--- src/rtl/pow2_timer_pkg.sv ---
package pow2_timer_pkg;

    typedef enum logic [1:0] {
        MODE_RUN    = 2'd0,
        MODE_CLEAR  = 2'd1,
        MODE_PRESET = 2'd2,
        MODE_TEST   = 2'd3
    } tmr_mode_e;

    // Test arrangement beats everything; clear beats preset otherwise.
    function automatic tmr_mode_e decode_mode(input logic preset, input logic clear,
                                              input logic bypass);
        if (preset && clear && bypass) return MODE_TEST;
        else if (clear)                return MODE_CLEAR;
        else if (preset)               return MODE_PRESET;
        else                           return MODE_RUN;
    endfunction

endpackage

--- src/rtl/pow2_in_sync.sv ---
module pow2_in_sync (
    input  logic clk,
    input  logic rst_n,
    input  logic raw_i,
    output logic sync_o,
    output logic fall_o
);
    typedef struct packed {
        logic s1;
        logic s2;
        logic s3;
    } sync_t;

    sync_t sync_d, sync_q;

    always_comb begin
        sync_d.s1 = raw_i;
        sync_d.s2 = sync_q.s1;
        sync_d.s3 = sync_q.s2;
    end

    always_ff @(posedge clk or negedge rst_n) begin
        if (!rst_n) sync_q <= '0;
        else        sync_q <= sync_d;
    end

    assign sync_o = sync_q.s2;
    assign fall_o = sync_q.s3 & ~sync_q.s2;
endmodule

--- src/rtl/pow2_stage_chain.sv ---
module pow2_stage_chain
    import pow2_timer_pkg::*;
#(
    parameter  int SECT_W   = 8,
    parameter  int NUM_SECT = 3,
    localparam int STAGES   = SECT_W * NUM_SECT,
    localparam int UPPER    = STAGES - SECT_W
) (
    input  logic              clk,
    input  logic              rst_n,
    input  tmr_mode_e         mode_i,
    input  logic              bypass_i,
    input  logic              step_i,
    output logic [STAGES-1:0] cnt_o,
    output logic              hold_o
);
    typedef struct packed {
        logic [STAGES-1:0] cnt;
        logic              hold;
    } chain_t;

    chain_t chain_d, chain_q;

    logic [STAGES-1:0] cnt_par;
    logic [STAGES-1:0] cnt_ser;
    logic [STAGES-1:0] cnt_byp;
    logic [UPPER-1:0]  upper_inc;

    // Parallel section increments for the test arrangement.
    for (genvar s = 0; s < NUM_SECT; s++) begin : g_sect
        assign cnt_par[s*SECT_W +: SECT_W] = chain_q.cnt[s*SECT_W +: SECT_W] + SECT_W'(1);
    end

    assign cnt_ser   = chain_q.cnt + STAGES'(1);
    assign upper_inc = chain_q.cnt[STAGES-1:SECT_W] + UPPER'(1);
    assign cnt_byp   = {upper_inc, chain_q.cnt[SECT_W-1:0]};

    always_comb begin
        chain_d = chain_q;
        case (mode_i)
            MODE_TEST: begin
                chain_d.hold = 1'b0;
                if (step_i) chain_d.cnt = cnt_par;
            end
            MODE_CLEAR: begin
                chain_d.cnt  = '0;
                chain_d.hold = 1'b0;
            end
            MODE_PRESET: begin
                chain_d.cnt  = '0;
                chain_d.hold = 1'b1;
            end
            default: begin
                if (step_i) begin
                    if (chain_q.hold)  chain_d.hold = 1'b0;
                    else if (bypass_i) chain_d.cnt  = cnt_byp;
                    else               chain_d.cnt  = cnt_ser;
                end
            end
        endcase
    end

    always_ff @(posedge clk or negedge rst_n) begin
        if (!rst_n) chain_q <= '0;
        else        chain_q <= chain_d;
    end

    assign cnt_o  = chain_q.cnt;
    assign hold_o = chain_q.hold;
endmodule

--- src/rtl/pow2_tap_sel.sv ---
module pow2_tap_sel #(
    parameter  int UPPER = 16,
    parameter  int SEL_W = 4,
    localparam int NTAP  = 1 << SEL_W
) (
    input  logic [UPPER-1:0] upper_i,
    input  logic [SEL_W-1:0] sel_i,
    input  logic             hold_i,
    output logic             tout_o
);
    logic [NTAP-1:0] taps;

    for (genvar k = 0; k < NTAP; k++) begin : g_tap
        if (k < UPPER) begin : g_real
            assign taps[k] = upper_i[k];
        end else begin : g_pad
            assign taps[k] = 1'b0;
        end
    end

    assign tout_o = hold_i | taps[sel_i];
endmodule

--- src/rtl/pow2_timer.sv ---
module pow2_timer
    import pow2_timer_pkg::*;
#(
    parameter  int SECT_W   = 8,
    parameter  int NUM_SECT = 3,
    localparam int STAGES   = SECT_W * NUM_SECT,
    localparam int UPPER    = STAGES - SECT_W,
    localparam int SEL_W    = $clog2(UPPER)
) (
    input  logic              clk,
    input  logic              rst_n,
    input  logic              in1_i,
    input  logic              inhib_i,
    input  logic              preset_i,
    input  logic              clear_i,
    input  logic              bypass_i,
    input  logic [SEL_W-1:0]  sel_i,
    output logic [STAGES-1:0] count_o,
    output logic              tout_o,
    output logic              in1_buf_o
);
    tmr_mode_e mode;
    logic      fall;
    logic      step;
    logic      hold;

    assign mode = decode_mode(preset_i, clear_i, bypass_i);
    assign step = fall & ~inhib_i;

    pow2_in_sync u_sync (
        .clk    (clk),
        .rst_n  (rst_n),
        .raw_i  (in1_i),
        .sync_o (in1_buf_o),
        .fall_o (fall)
    );

    pow2_stage_chain #(
        .SECT_W   (SECT_W),
        .NUM_SECT (NUM_SECT)
    ) u_chain (
        .clk      (clk),
        .rst_n    (rst_n),
        .mode_i   (mode),
        .bypass_i (bypass_i),
        .step_i   (step),
        .cnt_o    (count_o),
        .hold_o   (hold)
    );

    pow2_tap_sel #(
        .UPPER (UPPER),
        .SEL_W (SEL_W)
    ) u_tap (
        .upper_i (count_o[STAGES-1:SECT_W]),
        .sel_i   (sel_i),
        .hold_i  (hold),
        .tout_o  (tout_o)
    );

    // no input edge in run mode, no count change
    a_r1_edge_only: assert property (@(posedge clk) disable iff (!rst_n)
        (mode == MODE_RUN && !fall) |=> $stable(count_o));

    // clear outside test mode empties the chain and lowers the output
    a_r4_clear_wins: assert property (@(posedge clk) disable iff (!rst_n)
        (clear_i && !(preset_i && bypass_i)) |=> (count_o == '0 && !tout_o));

    // preset raises the output
    a_r5_preset_high: assert property (@(posedge clk) disable iff (!rst_n)
        (preset_i && !clear_i) |=> tout_o);

    // the first edge after preset lowers the output without counting
    a_r5_first_edge: assert property (@(posedge clk) disable iff (!rst_n)
        (mode == MODE_RUN && hold && step) |=> (count_o == '0 && !tout_o));

    // inhibit freezes the chain
    a_r6_inhibit_hold: assert property (@(posedge clk) disable iff (!rst_n)
        (mode == MODE_RUN && inhib_i) |=> $stable(count_o));

    // test arrangement only moves on input edges
    a_r7_test_edge_only: assert property (@(posedge clk) disable iff (!rst_n)
        (mode == MODE_TEST && !fall) |=> $stable(count_o));
endmodule

--- config.mk ---
export PLATFORM = sky130hd
export DESIGN_NAME = pow2_timer
export DESIGN_NICKNAME = d
export VERILOG_FILES = /design/src/rtl/pow2_timer_pkg.sv /design/src/rtl/pow2_in_sync.sv /design/src/rtl/pow2_stage_chain.sv /design/src/rtl/pow2_tap_sel.sv /design/src/rtl/pow2_timer.sv
export SDC_FILE = /design/constraint.sdc
export NUM_CORES = 1
export LEC_CHECK = 0
export ABC_AREA = 1
export BUFFER_PORTS_ARGS = -buffer_cell sky130_fd_sc_hd__buf_2
export CAP_MARGIN = 20
export CELL_PAD_IN_SITES_DETAIL_PLACEMENT = 2
export CELL_PAD_IN_SITES_GLOBAL_PLACEMENT = 2
export CORE_ASPECT_RATIO = 0.8
export CORE_MARGIN = 8
export CORE_UTILIZATION = 33
export DETAILED_ROUTE_END_ITERATION = 8
export PLACE_DENSITY = 0.95
export SLEW_MARGIN = 15
export SYNTH_ARGS = -nofsm -noshare
export SYNTH_HDL_FRONTEND = slang
export SYNTH_SLANG_ARGS = --single-unit
export TNS_END_PERCENT = 1
--- constraint.sdc ---
create_clock -name clk -period 3.68 [get_ports clk]
set_input_delay 0.184 -clock clk [delete_from_list [all_inputs] [get_ports clk]]
set_output_delay 0.184 -clock clk [all_outputs]
set_load 0.02 [all_outputs]
==> reports/results.ini, run 1 <==
[power_and_ir_drop]
switching_share_pct = 45.67
peakVddDrop_mv = 0.1578
intPower_mw = 0.5716
pwr-share-seq_pct = 42.6
p_leak_nw = 1.242
power.density_nw_per_um2 = 405.3
total_power_mw = 1.052
comb_power_share_pct = 37.0
p_clk_share_pct = 20.4
p_switching_mw = 0.4806

[drt]
drc = 0
drt_iter0_drc = 114
vias = 2561
drt_pass1_iterations = 4
avgRoutedWirePerCell_um = 18.92
viasPerCell = 5.484
postRouteAntennaNets = 0
drt_wl_total_mm = 8.837

[clock_network]
clockBufferDepth = 2
cts_htree_levels = 1
post_cts_resized = 0
numCtsBuffers = 3
tritoncts = built
clk_pin_slew_ps = 110
clock-root-buffer = clkbuf_8
clk_latency_ps = 290
numClockSinks = 28

[layout]
final_nets = 400
drive_gt1_share_pct = 17.63
layout_common_cells = 84 x nand2_1, 40 x inv_1, 38 x nor2_1, 36 x buf_2, 31 x nand3_1
diodes = 0
stdcell_count = 467
areaGrowthSynthToFinish_pct = 12.16
final_common_cell = nand2_1
utilization_pct = 38.05

[global_route]
met3_usage_pct = 2.496
gr-total-overflow = 0
antenna_found_initial = 0
grt_use_met2_pct = 30.19
grt_first_pass_wirelength_mm = 14.51
grt_pass1_vias = 2826
grt_max_degree = 29
grt.total_usage_pct = 18.06
use_met1_pct = 24.28
grt_busiest_layer = met2

[timing]
period_share_pct = 61.40
fin_ws_ps = 1420
clock_skew_ps = 3.138
max_freq_mhz = 442.6
rsz0062_at_grt = no
fin_setup_tns_ps = 0
finalHoldViolCount = 0
slew_violations = 0
slew_headroom_pct = 52.59
setup_viol_count_final = 0
min_period_ps = 2260
tightest_slew_ps = 711.2

[synth]
synth_edf_count = 0
synth.avg_cell_area_um2 = 6.613
synth_seq_cells = 28
async_reset_ff_share_pct = 100.0
ys_warn_count = 0
synth_area_leader_cell = dfrtp_1
netlist_area_um2 = 2315
synth_top_area_share_pct = 30.27
synth_seq_area_share_pct = 30.27
ys.flop_type = dfrtp_1
yosys-top-cells-area = dfrtp_1 30%, nand2_1 14%, nand3_1 6.7%, a21oi_1 6.5%, inv_1 6.5%
synth.distinct_cells = 37
syn-num-nets = 369
syn-instance-count = 350

[die]
die_h_um = 90.91
io_pins = 37
initial_core_util_pct = 33.92
dieWidth_um = 109.6
rows = 27
core-area_um2 = 6824
dieArea_um2 = 9967

[placed_design]
dp.cells = 461
dp_hpwl_mm = 7.088
pre_cts_ws_ps = 1093
portBuffers = 36
gp_congestion = 0.9181

[min_path]
worstHoldPathType = in -> reg

[worst_setup_path]
crit_path_top_delay_cell = nand2_1
path_common_cell = o21ai_1
end_kind = flop
crit_fanout = 17
critPathMaxStageDelay_ps = 390
critical_path_arrival_ps = 2440
crit_type = in -> reg
worstPathCellList = buf_2, o21ai_0, ha_1, buf_4, inv_2, nand2_1, o21ai_1, nor2_2, inv_1, o21ai_1, a21oi_1
worst_ep_required_time_ps = 3860
critPathLaunchType = primary input
rrSetupSlack_ps = 1610

[run]
drv_cap = 0

[run_status]
status = finished clean

-- power by group through the flow --
stage          Combinational [mW]  Sequential, mW  Clock, mW
2_1_floorplan               0.214           0.470          0
3_3_place_gp                0.371           0.450          0
3_5_place_dp                0.389           0.454          0
4_1_cts                     0.392           0.446      0.219
5_1_grt                     0.429           0.457      0.223
6_report                    0.389           0.448      0.215
-- sequential cells by signal, summed over array words and instances (netlist names) --
| signal | cells |
|---|---|
| u_sync.sync_o | 1 |
| u_chain.hold_o | 1 |
| u_sync.sync_q | 1 |
| u_sync.sync_d | 1 |
| u_chain.cnt_o | 24 |
-- per-layer routing --
metal | routed length [µm] | vias to the layer above | part of all wire, %
li1 | - | 1201 | -
met1 | 4214 | 1307 | 48
met2 | 4286 | 46 | 49
met3 | 288 | 7 | 3.3
met4 | 47 | 0 | 0.53
met5 | 0 | - | 0
-- final timing paths --
path | start | endpoint | cells past startpoint
min in group asynchronous | rst_n | u_chain.cnt_o[3] | 2
max in group asynchronous | rst_n | u_chain.cnt_o[12] | 2
worst max register to register | u_chain.cnt_o[8] | u_chain.cnt_o[20] | 8
worst max-delay path | bypass_i | u_chain.cnt_o[6] | 11
worst min register to register | u_sync.sync_d[1] | u_sync.sync_o | 0
worst min-delay path | inhib_i | u_chain.hold_o | 5
-- synth_stat cells, types with 2 or more instances --
master    instances
a21oi_1          30
nand3_1          31
buf_4             3
o21ai_0          23
nand2_2           5
buf_2             6
nor3b_2           2
nand2_1          84
o211ai_1          7
nor2_1           38
dfrtp_1          28
ha_1              8
buf_6             3
nor2_2            4
xor2_1            2
nand2_4           2
nand3_2           2
o21ai_1           7
o21ai_2           3
nor3_1            4
inv_1            40
inv_2             3
-- per-stage QoR --
step	hold slack, ps	cell area, µm²
3_3_place_gp	256.8	2521
2_1_floorplan	-111.6	2315
5_1_grt	378.4	2596
3_5_place_dp	281.5	2521
4_1_cts	375.7	2596
6_report	365.8	2596
-- logic make-up after synthesis --
kind of cell    share of synthesized area [%]
compound gates                          18.05
simple gates                            35.08
xor+xnor                                1.135
buf+inv                                 11.13
flops                                   30.27
fa+ha+maj                               4.324
-- cell type report --
class	count	area, µm²
fill	863	4228
timing repair buffer	39	207.7
clock buffer	4	55.05
sequential	28	700.7
multi-input combinational	265	1356
tap	87	108.9
inverter	44	167.7
-- repair_timing --
item / in CTS / in global routing
setup buffers: 0 / 0
hold buffers: 2 / 0
endpoints found under the hold margin: 29 / 0
-- worst max-delay path, delay by kind of cell --
kind / cells / cell delay (ps)
AOI/OAI and AO/OA: 4 / 730
buffers and inverters: 4 / 660
and+or+nand+nor: 2 / 640
adders and majority gates: 1 / 210
Note: power is estimated with default switching activity, not from simulation.
==> inputs of run 2 (changes only) <==
--- a/config.mk
+++ b/config.mk
@@ -5,16 +5,16 @@
 export SDC_FILE = /design/constraint.sdc
 export NUM_CORES = 1
 export LEC_CHECK = 0
-export ABC_AREA = 1
+export ABC_AREA = 0
 export BUFFER_PORTS_ARGS = -buffer_cell sky130_fd_sc_hd__buf_2
 export CAP_MARGIN = 20
 export CELL_PAD_IN_SITES_DETAIL_PLACEMENT = 2
 export CELL_PAD_IN_SITES_GLOBAL_PLACEMENT = 2
 export CORE_ASPECT_RATIO = 0.8
 export CORE_MARGIN = 8
-export CORE_UTILIZATION = 33
+export CORE_UTILIZATION = 34
 export DETAILED_ROUTE_END_ITERATION = 8
-export PLACE_DENSITY = 0.95
+export PLACE_DENSITY = 0.9
 export SLEW_MARGIN = 15
 export SYNTH_ARGS = -nofsm -noshare
 export SYNTH_HDL_FRONTEND = slang
==> constraint.sdc (replaced) <==
create_clock -name clk -period 2.3 [get_ports clk]
set_input_delay 0.115 -clock clk [delete_from_list [all_inputs] [get_ports clk]]
set_output_delay 0.115 -clock clk [all_outputs]
set_load 0.02 [all_outputs]
==> run 2 against run 1 <==
  * Synthesized area is 13% lower
  * Clock power rose by 32%
  * Sequential power rose by 30%
  * Cell count shrank 23%
  * Sequential cell count unchanged
  * Utilization increased by 4.6 points
  * Critical path type is now reg -> out
  * Critical endpoint is now tout_o
==> reports/results.ini, run 2 <==
[run_status]
status = finished clean

[layout]
diodes = 0
layout_common_cells = 36 x buf_2, 27 x dfrtp_1, 22 x buf_4, 14 x nand2_1, 14 x a21oi_1
drive_gt1_share_pct = 26.98
areaGrowthSynthToFinish_pct = 22.76
num-fill-cells = 687
final_common_cell = buf_2
multi_input_area_um2 = 1236
stdcell_count = 359
final_nets = 299
ff_latch_area_um2 = 701.9
largest_reg_flops = 24

[global_route]
grt_max_degree = 29
antenna_found_initial = 0
gr-total-overflow = 0
grt.total_usage_pct = 18.80
grt_first_pass_wirelength_mm = 12.97
grt_pass1_vias = 2443

[clock_network]
numCtsBuffers = 3
post_cts_buffers = 0
numClockSinks = 28
tritoncts = built
clock-root-buffer = clkbuf_8
cts_htree_levels = 1
clk_pin_slew_ps = 100
clk_latency_ps = 280
clockBufferDepth = 2

[synth]
synth.distinct_cells = 47
synth_compound_area_share_pct = 27.58
ys.flop_type = dfrtp_1
synth_seq_cells = 28
netlist_area_um2 = 2023
synth_most_common_cell = dfrtp_1
synth_seq_area_share_pct = 34.63
synthSimpleGateAreaFrac_pct = 21.52
syn-instance-count = 227
yosys-top-cells-area = dfrtp_1 35%, mux4_2 5.6%, ha_1 4.9%, o31ai_1 4.8%, a21oi_1 3.5%
ys_warn_count = 0
synth_top_area_share_pct = 34.63
synth_area_leader_cell = dfrtp_1
synthXorXnorAreaFrac_pct = 0
yosys.area_share.adder_pct = 4.947
syn-num-nets = 246
muxShareOfSynthArea_pct = 6.679
synthTopCellsByCount = 28 x dfrtp_1, 14 x a21oi_1, 14 x nand2_1
async_reset_ff_share_pct = 100.0
synth_edf_count = 0
synth.avg_cell_area_um2 = 8.913
synth_top_family_by_area = compound AO/OA/AOI/OAI gates

[drt]
postRouteAntennaNets = 0
avgRoutedWirePerCell_um = 21.72
drt_iter0_drc = 93
routed-wl-met3_um = 309
drt_wl_total_mm = 7.797
drt_pass1_iterations = 4
vias = 2141
drc = 0
drt-met1-wl_mm = 3.454
top_layer = met4
viasPerCell = 5.964
wl_met2_mm = 3.794

[timing]
slew_violations = 0
hold_ws_ps = 329.0
tightest_slew_ps = 891.0
rsz0062_at_grt = no
max_freq_mhz = 442.6
finalHoldViolCount = 0
min_period_ps = 2260
clock_skew_ps = 7.244
setup_viol_count_final = 0
slew_headroom_pct = 40.32
fin_ws_ps = 40.39
fin_setup_tns_ps = 0
period_share_pct = 98.24

[worst_setup_path]
r2r-end = u_chain.cnt_o[6]
worst_ep_required_time_ps = 2180
crit_fanout = 7
rrSetupSlack_ps = 150
critPathLaunchType = flop
end_kind = primary output
crit_type = reg -> out
r2r_start = u_sync.sync_o
rr_worst_depth = 5
critical_path_arrival_ps = 2140

[die]
initial_core_util_pct = 34.77
io_pins = 37
core-area_um2 = 5818
dieWidth_um = 102.2
die_h_um = 85.00
dieArea_um2 = 8690
rows = 25

[placed_design]
dp.cells = 354
gp_congestion = 0.8657
portBuffers = 36
pre_cts_ws_ps = -246.2
dp_hpwl_mm = 6.004

[min_path]
worstHoldPathType = in -> reg
hp-start = inhib_i
min_path_cells = 5
timing.hold.worst_endpoint = u_chain.cnt_o[20]

[power_and_ir_drop]
peakVddDrop_mv = 0.2889
p_leak_nw = 1.126
total_power_mw = 1.319
power.density_nw_per_um2 = 531.0

[run]
drv_cap = 0

==> run 2: timing repair <==
| item | CTS | global route |
|---|---|---|
| hold endpoints to repair | 29 | 0 |
| resized for setup | 0 | 3 |
| hold buffers | 2 | 0 |
| setup endpoints to repair | 0 | 2 |
==> run 2: through the flow <==
step,cell area [µm²],util (%)
finish,2484,42.69
global route,2484,42.69
CTS,2475,42.54
detailed placement,2414,41.48
global placement,2414,41.48
floorplan,2023,-
==> run 2: layout make-up <==
class / instances / share of cell area, %
multi-input cells: 177 / 49.77
well taps: 81 / 4.081
inverters: 10 / 1.511
clock buffers: 3 / 1.662
flip-flops and latches: 28 / 28.26
repair buffers: 60 / 14.71
==> run 2: worst max-delay path, stage by stage, from the launching register on <==
cell and delay [ps]:
dfrtp_1 480, mux4_2 500, mux4_2 490, or2_1 230, buf_2 160
==> run 2: routing by layer <==
layer  GRT usage (%)  vias to the layer above
met3           3.516                       20
met2           31.53                       53
met4           8.245                        0
met5               0                        -
li1                -                      989
met1           22.67                     1079
==> run 2: cell families after synthesis <==
family / after synthesis
and+or+nand+nor: 79
DFF: 28
muxes: 7
buffers and inverters: 22
AOI/OAI and AO/OA: 83
adders and majority gates: 8
==> run 2: worst max path at each step <==
stage | slack, ps | start | cells past startpoint | end
floorplan | 350 | u_sync.sync_o | 4 | u_chain.cnt_o[17]
global placement | 190 | clear_i | 8 | u_chain.cnt_o[6]
detailed placement | -250 | clear_i | 8 | u_chain.cnt_o[6]
CTS | 20 | u_chain.cnt_o[9] | 4 | tout_o
global route | 1 | u_chain.cnt_o[12] | 4 | tout_o
finish | 40 | u_chain.cnt_o[8] | 4 | tout_o
==> run 2: power breakdown <==
group          switching [mW]  internal [mW]  total [mW]
sequential             0.0512          0.529       0.581
combinational           0.277          0.177       0.454
clock                   0.166          0.118       0.284
==> inputs of run 3 (changes only) <==
--- a/config.mk
+++ b/config.mk
@@ -14,7 +14,8 @@
 export CORE_MARGIN = 8
 export CORE_UTILIZATION = 34
 export DETAILED_ROUTE_END_ITERATION = 8
-export PLACE_DENSITY = 0.9
+export PLACE_DENSITY = 0.8
+export REMOVE_ABC_BUFFERS = 1
 export SLEW_MARGIN = 15
 export SYNTH_ARGS = -nofsm -noshare
 export SYNTH_HDL_FRONTEND = slang
==> run 3 against run 2 <==
  * Cell count rose by 1.7%
  * Global-route usage fell by 0.14 points
  * Non-clock buffer count rose by 5
  * Clock skew rose by 4.9 ps
  * First-iteration DRC count fell by 14%
==> reports/results.ini, run 3 (synthesis gave the netlist of run 2 again) <==
[timing]
slew_violations = 0
finalHoldViolCount = 0
slew_headroom_pct = 47.67
max_freq_mhz = 445.2
fin_ws_ps = 53.99
clock_skew_ps = 12.17
tightest_slew_ps = 781.3
min_period_ps = 2246
hold_ws_ps = 296.9
setup_viol_count_final = 0
period_share_pct = 97.65

[layout]
drive_gt1_share_pct = 29.23
layout_common_cells = 35 x buf_2, 27 x buf_4, 24 x dfrtp_1, 14 x nand2_1, 14 x a21oi_1
stdcell_count = 365
diodes = 0
final_common_cell = buf_2
final_nets = 304
largest_reg_flops = 24
areaGrowthSynthToFinish_pct = 26.22

[clock_network]
clk_pin_slew_ps = 120
numCtsBuffers = 3
numClockSinks = 28
cts_htree_levels = 1
clock-root-buffer = clkbuf_8
tritoncts = built
clockBufferDepth = 2
clk_latency_ps = 300

[worst_setup_path]
worst_ep_required_time_ps = 2180
critical_path_arrival_ps = 2130
critPathMaxStageDelay_ps = 510
end_kind = primary output
crit_type = reg -> out
worstPathCellList = mux4_2, mux4_2, or2_1, buf_6
crit_buf_inv = 1
crit_path_top_delay_cell = mux4_2
critPathTopFamily = multiplexers
crit_fanout = 7
critPathLaunchType = flop
path_common_cell = mux4_2

[global_route]
grt.total_usage_pct = 18.66
gr-total-overflow = 0
grt_first_pass_wirelength_mm = 12.85
antenna_found_initial = 0
grt_max_degree = 29
grt_pass1_vias = 2337

[die]
dieArea_um2 = 8690
core-area_um2 = 5818
dieWidth_um = 102.2
io_pins = 37
die_h_um = 85.00
initial_core_util_pct = 34.77
rows = 25

[run]
drv_cap = 0

[drt]
vias = 2153
drt_wl_total_mm = 7.769
viasPerCell = 5.899
postRouteAntennaNets = 0
avgRoutedWirePerCell_um = 21.28
drt_pass1_iterations = 4
drc = 0
drt_iter0_drc = 80

[power_and_ir_drop]
peakVddDrop_mv = 0.2752
p_leak_nw = 1.155
power.density_nw_per_um2 = 569.1

[min_path]
worstHoldPathType = in -> reg

[placed_design]
portBuffers = 36
dp.cells = 355
pre_cts_ws_ps = 35.57
gp_congestion = 0.8090
dp_hpwl_mm = 5.819

[run_status]
status = finished clean

run 3: changes by cell type in the layout (fill, tap and decap cells not counted), sizes merged:
cell    before  now
buf         58   63
bufinv       0    1
run 3: metrics by stage:
stage               power, mW  util, %  setup TNS (ps)  cell area (µm²)
floorplan              0.8196        -          -101.0             1967
global placement        1.015    41.61               0             2421
detailed placement      1.032    41.61               0             2421
CTS                     1.464    43.25               0             2516
global route            1.527    43.89          -1.249             2554
finish                  1.453    43.89               0             2554
run 3: cell type report:
class	instances	area, µm²
multi-input combinational	177	1229
inverter	10	37.54
tap	81	101.3
clock buffer	3	41.29
sequential	28	705.7
clock inverter	1	30.03
timing repair buffer	65	409.1
fill	684	3264
run 3: final timing paths:
kind	startpoint	to	slack, ps	cells after the start
max in group asynchronous	rst_n	u_chain.cnt_o[8]	1380	2
min in group asynchronous	rst_n	u_chain.hold_o	410	2
worst min-delay path	inhib_i	u_chain.cnt_o[20]	300	5
worst min register to register	u_sync.sync_d[1]	u_sync.sync_o	370	0
worst max-delay path	u_chain.cnt_o[12]	tout_o	50	4
worst max register to register	u_chain.cnt_o[0]	u_chain.cnt_o[22]	220	6
run 3: timing repair:
action,4_1_cts,5_1_grt
setup endpoints to repair,1,1
hold endpoints to repair,29,0
hold buffers,2,0
resized for setup,3,3
buffers inserted,0,4
run 3: power breakdown:
part / switching (mW) / total, mW / leakage, nW / internal (mW)
logic: 0.277 / 0.462 / 0.746 / 0.185
clock network: 0.185 / 0.419 / 0.0357 / 0.234
registers: 0.0415 / 0.572 / 0.373 / 0.530
total: 0.504 / 1.45 / 1.16 / 0.949
run 3: layer usage:
metal  vias to the layer above  GRT usage, %  wire (µm)
met5                         -             0          0
met4                         0         3.059         46
met3                         4         3.516        341
met2                        42         31.70       3830
met1                      1106         24.00       3550
li1                       1001             -          -
run 3: worst reg2reg max path, cell delays in order (launching register included):
cell and delay [ps]:
dfrtp_1 450, ha_1 290, nand4_1 230, nor4_1 390
buf_4 210, o211ai_1 100, a221oi_1 320
